File: src/rtl/vec_seq.sv
module vec_seq #(
  parameter int NPINS  = 8,
  parameter int WFC_W  = 4,
  parameter int ADDR_W = 8,
  parameter int CNT_W  = 8,
  parameter int DEPTH  = 4,
  parameter int NPAT   = 4,
  parameter int TBL_W  = 2,
  localparam int PW    = NPINS * WFC_W,
  localparam int IW    = PW + 3,
  localparam int PI_W  = $clog2(NPAT)
) (
  input  logic                   clk,
  input  logic                   rst_n,
  input  logic                   start,
  input  logic [PI_W-1:0]        pat_last,
  input  logic [NPAT*ADDR_W-1:0] pat_base,
  input  logic                   resume,
  output logic                   mem_rd,
  output logic [ADDR_W-1:0]      mem_addr,
  input  logic [IW-1:0]          mem_data,
  output logic [PW-1:0]          pin_wfc,
  output logic                   vec_stb,
  output logic [TBL_W-1:0]       tbl_sel,
  output logic                   measure_req,
  output logic                   busy,
  output logic                   done,
  output logic                   err
);
  localparam int SP_W = $clog2(DEPTH + 1);
  localparam int ST_W = $clog2(DEPTH);
  localparam logic [2:0] OP_VEC = 3'd0, OP_LVEC = 3'd1, OP_LOOP = 3'd2,
                         OP_ENDL = 3'd3, OP_TBL = 3'd4, OP_STOP = 3'd5;

  typedef enum logic [2:0] {S_IDLE, S_FETCH, S_DEC, S_REP, S_HALT} state_t;
  state_t state;

  logic [ADDR_W-1:0] pc;
  logic [PI_W-1:0]   pidx;
  logic [SP_W-1:0]   sp;
  logic [ADDR_W-1:0] st_beg [DEPTH];
  logic [CNT_W-1:0]  st_cnt [DEPTH];
  logic [CNT_W-1:0]  reps;
  logic              rskip, lab;

  wire [2:0]        op      = mem_data[IW-1 -: 3];
  wire [CNT_W-1:0]  cnt     = mem_data[CNT_W-1:0];
  wire [ADDR_W-1:0] endaddr = mem_data[CNT_W +: ADDR_W];
  wire [ST_W-1:0]   top     = ST_W'(sp - 1'b1);
  wire [PI_W-1:0]   nidx    = pidx + 1'b1;
  wire [ADDR_W-1:0] vec_nxt = pc + (rskip ? ADDR_W'(2) : ADDR_W'(1));

  assign mem_rd      = (state == S_FETCH);
  assign mem_addr    = pc;
  assign busy        = (state != S_IDLE);
  assign measure_req = (state == S_HALT);

  always_ff @(posedge clk or negedge rst_n) begin
    if (!rst_n) begin
      state   <= S_IDLE;
      pc      <= '0;
      pidx    <= '0;
      sp      <= '0;
      reps    <= '0;
      rskip   <= 1'b0;
      lab     <= 1'b0;
      pin_wfc <= '0;
      vec_stb <= 1'b0;
      tbl_sel <= '0;
      done    <= 1'b0;
      err     <= 1'b0;
      for (int i = 0; i < DEPTH; i++) begin
        st_beg[i] <= '0;
        st_cnt[i] <= '0;
      end
    end else begin
      vec_stb <= 1'b0;
      done    <= 1'b0;
      case (state)
        S_IDLE: if (start) begin
          pc      <= pat_base[ADDR_W-1:0];
          pidx    <= '0;
          sp      <= '0;
          reps    <= '0;
          rskip   <= 1'b0;
          err     <= 1'b0;
          tbl_sel <= '0;
          state   <= S_FETCH;
        end
        S_FETCH: state <= S_DEC;
        S_DEC: begin
          case (op)
            OP_VEC, OP_LVEC: begin
              pin_wfc <= mem_data[PW-1:0];
              vec_stb <= 1'b1;
              lab     <= (op == OP_LVEC);
              if (reps > 1) begin
                reps  <= reps - 1'b1;
                state <= S_REP;
              end else begin
                pc    <= vec_nxt;
                reps  <= '0;
                rskip <= 1'b0;
                state <= (op == OP_LVEC) ? S_HALT : S_FETCH;
              end
            end
            OP_LOOP: begin
              state <= S_FETCH;
              if (cnt == '0) begin
                pc <= endaddr + ADDR_W'(1);
              end else if (endaddr == pc + ADDR_W'(2)) begin
                reps  <= cnt;
                rskip <= 1'b1;
                pc    <= pc + ADDR_W'(1);
              end else if (sp == SP_W'(DEPTH)) begin
                err   <= 1'b1;
                sp    <= '0;
                state <= S_IDLE;
              end else begin
                st_beg[sp[ST_W-1:0]] <= pc + ADDR_W'(1);
                st_cnt[sp[ST_W-1:0]] <= cnt;
                sp <= sp + 1'b1;
                pc <= pc + ADDR_W'(1);
              end
            end
            OP_ENDL: begin
              state <= S_FETCH;
              if (sp != '0 && st_cnt[top] > 1) begin
                st_cnt[top] <= st_cnt[top] - 1'b1;
                pc <= st_beg[top];
              end else begin
                if (sp != '0) sp <= sp - 1'b1;
                pc <= pc + ADDR_W'(1);
              end
            end
            OP_TBL: begin
              tbl_sel <= mem_data[TBL_W-1:0];
              pc      <= pc + ADDR_W'(1);
              state   <= S_FETCH;
            end
            OP_STOP: begin
              sp <= '0;
              if (pidx == pat_last) begin
                done  <= 1'b1;
                state <= S_IDLE;
              end else begin
                pidx  <= nidx;
                pc    <= pat_base[nidx*ADDR_W +: ADDR_W];
                state <= S_FETCH;
              end
            end
            default: begin
              pc    <= pc + ADDR_W'(1);
              state <= S_FETCH;
            end
          endcase
        end
        S_REP: begin
          vec_stb <= 1'b1;
          if (reps > 1) begin
            reps <= reps - 1'b1;
          end else begin
            pc    <= vec_nxt;
            reps  <= '0;
            rskip <= 1'b0;
            state <= lab ? S_HALT : S_FETCH;
          end
        end
        S_HALT: if (resume) state <= S_FETCH;
        default: state <= S_IDLE;
      endcase
    end
  end

  AST_HALT_NO_STB: assert property (@(posedge clk) disable iff (!rst_n)
    measure_req && $past(measure_req) |-> !vec_stb);
  AST_HALT_HOLD: assert property (@(posedge clk) disable iff (!rst_n)
    measure_req && $past(measure_req) |-> $stable(pin_wfc) && $stable(tbl_sel));
  AST_REPEAT_NO_READ: assert property (@(posedge clk) disable iff (!rst_n)
    vec_stb && $past(vec_stb) |-> $stable(pin_wfc) && !$past(mem_rd));
  AST_DONE_PULSE: assert property (@(posedge clk) disable iff (!rst_n)
    done |=> !done);
  AST_ERR_IDLE: assert property (@(posedge clk) disable iff (!rst_n)
    err |-> !busy && !done);
endmodule

File: config.mk
export PLATFORM = sky130hd
export DESIGN_NAME = vec_seq
export DESIGN_NICKNAME = d
export VERILOG_FILES = /design/src/rtl/vec_seq.sv
export SDC_FILE = /design/constraint.sdc
export NUM_CORES = 1
export LEC_CHECK = 0
export BUFFER_PORTS_ARGS = -buffer_cell sky130_fd_sc_hd__buf_4
export CORE_UTILIZATION = 52
export DETAILED_ROUTE_END_ITERATION = 12
export GPL_TIMING_DRIVEN = 0
export HOLD_SLACK_MARGIN = 0.15
export PLACE_DENSITY = 0.74
export SYNTH_ARGS = -nofsm -noshare
export SYNTH_HDL_FRONTEND = slang
export SYNTH_SLANG_ARGS = --single-unit
File: constraint.sdc
create_clock -name clk -period 4.32 [get_ports clk]
set_input_delay 0.432 -clock clk [delete_from_list [all_inputs] [get_ports clk]]
set_output_delay 0.432 -clock clk [all_outputs]
set_load 0.02 [all_outputs]
---- Yosys cells after proc, flatten, opt, wreduce, memory -nomap -nowiden ----
Index checks and enable logic that the tools add are counted.
word-level totals
  bits of input ports ..................... 73
  output and inout bits ................... 48
  word-level logic and storage cells ...... 174
  register bits ........................... 127
operators by class
  add/subtract/negate cells ............... 9
  reduce and logical (&&, ||, !) cells .... 22
  order comparisons ....................... 6
  equality and inequality tests ........... 35
  mux-type cells .......................... 76
  shift-type cells ........................ 1
  bitwise gates (word level) .............. 5
operators with widths
  operator                                                                         number
  8-bit two-way mux                                                                17
  32-bit two-way mux                                                               4
  32-bit bitwise mux                                                               3
  32-bit one-hot mux with 2 select lines                                           1
  8-bit one-hot mux with 3 select lines                                            2
  3-bit two-way mux                                                                12
  8-bit binary-select mux with 2-bit select                                        2
  8-bit demux with 2-bit select                                                    2
  8-bit one-hot mux with 4 select lines                                            1
  32-bit by 6-bit variable part select with 8-bit output                           1
  2-bit != test, second input constant                                             12
  3-bit != test, second input constant                                             6
  3-bit one-hot mux with 3 select lines                                            2
  8-bit by 1-bit adder with 8-bit output, second input constant                    2
  8-bit by 1-bit greater-than comparator with 1-bit output, second input constant  2
  1-bit two-way mux                                                                16
  8-bit one-hot mux with 2 select lines                                            1
  8-bit by 1-bit subtractor with 8-bit output, second input constant               2
  3-bit one-hot mux with 5 select lines                                            1
  3-bit by 2-bit == test with 1-bit output, second input constant                  4
  3-bit == test, second input constant                                             4
  6-bit AND reduction                                                              2
  2-bit two-way mux                                                                5
  5-bit AND reduction                                                              2
  30 further kinds                                                                 48

---- Logic depth before layout (Yosys ltp) ----
  word-level depth ........................ 10
  gate-level depth with buffers ........... 14
  mapped depth without buffers ............ 11

---- Worst setup path before layout ----
OpenSTA, ideal clock, no wires.
  kind .................................... reg-to-reg
  from .................................... register sp[0]
  to ...................................... register sp[1]
  path slack .............................. 0.090 ns
  arrival time ............................ 4.156 ns
  stages on the path, launching flop included .. 13
  required time ........................... 4.246 ns
  setup time .............................. 0.074 ns
  buffers on the path ..................... 3
  clock period less this slack ............ 4.230 ns
  cells stage by stage .................... dfrtp_1 buf_6 buf_1 inv_1 ha_1 clkbuf_1 mux4_2 or4_4 nor4_4 a211oi_1 or3_4 a211o_1 o21ai_2
between the ends
  cells in the longest elaborated chain, start to end .. 9
  elaborated cells between the ends (all ways) .. 20
  classes of those cells .................. add/sub (2); order compare (1); eq/ne (3); mux (10); bitwise (1); reduce/logical (3)
ends and longest elaborated chain
  element                                                   line  RTL
  start: declaration                                        40    logic [SP_W-1:0] sp;
  start signal: assignment                                  122   sp <= sp + 1'b1;
  start signal: assignment                                  132   if (sp != '0) sp <= sp - 1'b1;
  3-bit by 1-bit subtractor with 3-bit output               132
  2-bit NOT with 3-bit output (implied by the code)         128   if (sp != '0 && st_cnt[top] > 1) begin
  8-bit binary-select mux with 2-bit select                 128
  8-bit two-way mux (implied by the code) (2 in a row)      128
  8-bit by 1-bit greater-than comparator with 1-bit output  128
  1-bit logical AND                                         128
  3-bit != test (no line)                                   n/a
  7-bit AND reduction (no line)                             n/a
Several ways; a longest one is shown, not always the timed one. The select of a mux whose other input is x is not followed.
A chain may end at the register's enable or synchronous reset.

---- Worst setup path in the final report ----
  from .................................... register sp[0]
  to ...................................... register pc[6] (netlist: mem_addr[6])
between the ends
  cells in the longest elaborated chain, start to end .. 10
  elaborated cells between the ends (all ways) .. 17
  classes of those cells .................. add/sub (1); order compare (1); eq/ne (2); mux (9); bitwise (1); reduce/logical (3)
ends and longest elaborated chain
  element                                                   line      RTL
  3-bit by 1-bit subtractor with 3-bit output               n/a
  2-bit NOT with 3-bit output (implied by the code)         128, 130
  8-bit binary-select mux with 2-bit select                 128
  8-bit two-way mux (implied by the code) (2 in a row)      128
  8-bit by 1-bit greater-than comparator with 1-bit output  128
  1-bit logical AND                                         128
  8-bit two-way mux                                         128
  8-bit one-hot mux with 4 select lines                     92        case (op)
  8-bit one-hot mux with 3 select lines                     79        case (state)
  end signal: assignment                                    81        pc <= pat_base[ADDR_W-1:0];
  end signal: assignment                                    130       pc <= st_beg[top];
  end signal: assignment                                    133       pc <= pc + ADDR_W'(1);
  end: declaration                                          38        logic [ADDR_W-1:0] pc;
Several ways; a longest one is shown, not always the timed one. The select of a mux whose other input is x is not followed.

==> metrics.txt <==
DR pass1 iterations 5; Setup crit start kind register; Mapped Area between 7000 and 8000 µm²; Die X ~120 µm; Seq/Total Area, Yosys 41.0%; core area 14,500 µm²; Root Buffer clkbuf_16; Area Growth Syn to Fin 23.3%; largest cells by area after synthesis dfrtp_1 (41%), mux2_2 (8.6%), o21ai_0 (4.5%); combinational power share 52.9%; Die Ht 124 µm; initial antenna violation count 0; Pwr per Cell Area 753 nW/µm²; clk sinks 127; CP endpoint kind register; DRT antenna net count 0; CP Cell Sequence buf_6 > clkbuf_4 > inv_1 > ha_2 > mux4_2 > or4_4 > nor4_4 > buf_4 > and2_1 > o21ai_0 > a211oi_1 > a211o_1; final hold violation count 0; Net Sw Frac roughly 44%; Remaining Overflow, GRT 0; Netlist cell types 61; vias post-DR approximately 7,000; Synth Flop Type dfrtp_1; area share of the largest cell type after synthesis 41.0%; Routed wire per std cell 20.6 µm; Post-route DRC 0; CTS buffer count 17; worst-path maximum fanout 10; layout cells sized above 1 25.9%; Crit path arrival time between 4 and 5 ns; fillcell total ~1,200; asr flop ratio synth 100%; P_leak 4.19 nW; crit path max-delay cell type or4_4; Via density ~6.3; row count 44; Nets 1,028; HP Class input port to register; fmax about 0.24 GHz; syn nets 888; P_int 4.02 mW; status completed; largest area contributor in the netlist dfrtp_1; htree depth 4; crit share post-route a little over nine tenths; top cells by count, synth dfrtp_1 (127), nand2_1 (86), o21ai_0 (70); count leader, synth dfrtp_1; 1st-iter DRT viols approximately 760; number of synthesized flops with an enable pin 0; CTS tree yes; vias in the first global route 6,621; Tot Pwr 7.19 mW; initial core utilization ~53%; register area about 3200 µm²; Die ar. 15,400 µm²; first-pass GRT wire length between 30,000 and 40,000 µm; WL final about 23,000 µm; clk_skew 0.00933 ns; ANT cells 0; Slew Limit Fails 0; Mapped Cells 796; Sequential Power Share 27.4%; YS warnings 0; Multi-input gate area 4350 µm²; Max-Cap Viols 0; kind of critical path register to register; port buffer count around 120; Required @ worst endpoint 4.68 ns; Synth Register Bits 127; unrepaired setup endpoints after global routing no; NetSw 3.18 mW; Clock Power Share between 10% and 20%; clock buffer depth 2; Total GRT Usage 31.1%; setup violation total in the final timing report 0; setup TNS 0 ns; Final HPWL DP 16,700 µm; Max stage delay on crit path 0.59 ns; gpl congestion between 0.9 and 1; Clock transition at path regs 0.06 ns; Worst-Margin Slew 1.11 ns; minimum clock period around 4.2 ns; insertion delay to the later sink of the worst-skew pair 0.43 ns; peak supply drop roughly 0.42 mV; largest net degree at the start of global routing 80; num ports ~120; Avg Cell Area, Syn 9.73 µm²; slew margin rel. 25.3%
## state kept, by name (all words and copies together) (netlist names)
signal and cells:
done 1, mem_addr 8, pidx 2, lab 1, sp 3, state 3, st_cnt 32, pin_wfc 32
vec_stb 1, st_beg 32, err 1, rskip 1, reps 8, tbl_sel 2
## per-stage QoR
stage	hold WS, ns	instances	utilization, %	instance area (µm²)	worst slack [ns]
2_1_floorplan	0.136	796	-	7750	0.0897
3_3_place_gp	0.457	1098	61.0	8860	-0.854
3_5_place_dp	0.399	1099	61.2	8890	-0.919
4_1_cts	0.222	1131	65.5	9520	0.0702
5_1_grt	0.229	1133	65.7	9550	0.0386
6_report	0.224	1133	65.7	9550	0.154
## critical path: cells and delay by family, from the launching register on
kind | cells | cell delay, ns
and+or+nand+nor | 3 | 1.27
buffers and inverters | 4 | 0.86
DFF | 1 | 0.44
adders and majority gates | 1 | 0.50
AOI/OAI and AO/OA | 3 | 0.61
muxes | 1 | 0.41
## layer usage
metal	global-route usage [%]	wire length (µm)	up-vias	part of all wire, %
met1	42.7	9900	3386	42
met5	0	0	-	0
li1	-	-	3232	-
met2	46.4	10500	435	45
met4	13.4	677	0	2.9
met3	7.88	2250	61	9.7
## power groups by stage
stage,registers (mW),clock network (mW),logic (mW)
after floorplan,2.14,0,2.28
after global routing,2.03,1.47,4.10
final,1.97,1.41,3.80
after global placement,1.95,0,3.59
after detailed placement,1.98,0,3.63
after CTS,1.96,1.42,3.66
## repair_timing
action | 4_1_cts | 5_1_grt
endpoints found under the setup margin | 43 | 39
gates resized for setup | 10 | 2
gates cloned | 0 | 0
buffers inserted | 0 | 2
pin swaps | 1 | 1
hold buffers | 1 | 0
hold endpoints to repair | 48 | 0
## final timing paths
kind	startpoint	to	slack, ns	depth (start not counted)
setup reg to reg	sp[0]	mem_addr[6]	0.15	12
hold / removal	pat_base[7]	mem_addr[7]	0.22	3
max in group asynchronous	rst_n	st_cnt[9]	3.04	3
hold reg to reg	st_beg[0]	st_beg[0]	0.48	2
setup / recovery	sp[0]	mem_addr[6]	0.15	12
min in group asynchronous	rst_n	mem_addr[7]	0.50	2
## cell families (layout without fill, tap and decap cells)
group                      count (synthesis)  in the layout  share of synthesized area (%)
DFF                                      127            127                           41.0
buffers and inverters                     68            221                           3.39
xor gates and xnor gates                  33             33                           3.73
AOI/OAI and AO/OA                        209            209                           17.3
muxes                                     88             88                           15.4
adders and majority gates                 19             19                           3.17
and+or+nand+nor                          252            252                           16.0
## area by class of cell
| class | count | area share, % |
|---|---|---|
| Timing Repair Buffer | 122 | 9.87 |
| Multi-Input combinational cell | 601 | 45.5 |
| Clock inverter | 10 | 1.05 |
| Tap cell | 184 | 2.41 |
| Inverter | 19 | 0.747 |
| Sequential cell | 127 | 33.3 |
| Buffer | 48 | 2.04 |
| Clock buffer | 22 | 5.07 |
## cell usage in the layout, fill, tap and decap left out, drive strengths merged, types with 9 or more instances in the layout
cell	instances
o21ai	74
mux4	18
mux2i	11
buf	133
dfrtp	127
xor2	14
and2	11
clkbuf	58
xnor2	19
nand3	21
a22oi	25
nor2	54
nand2	86
a21oi	33
nor3b	9
a31oi	9
nor3	19
inv	22
mux2	59
ha	18
a211oi	12
No activity file was read; power rests on OpenSTA's default activity.
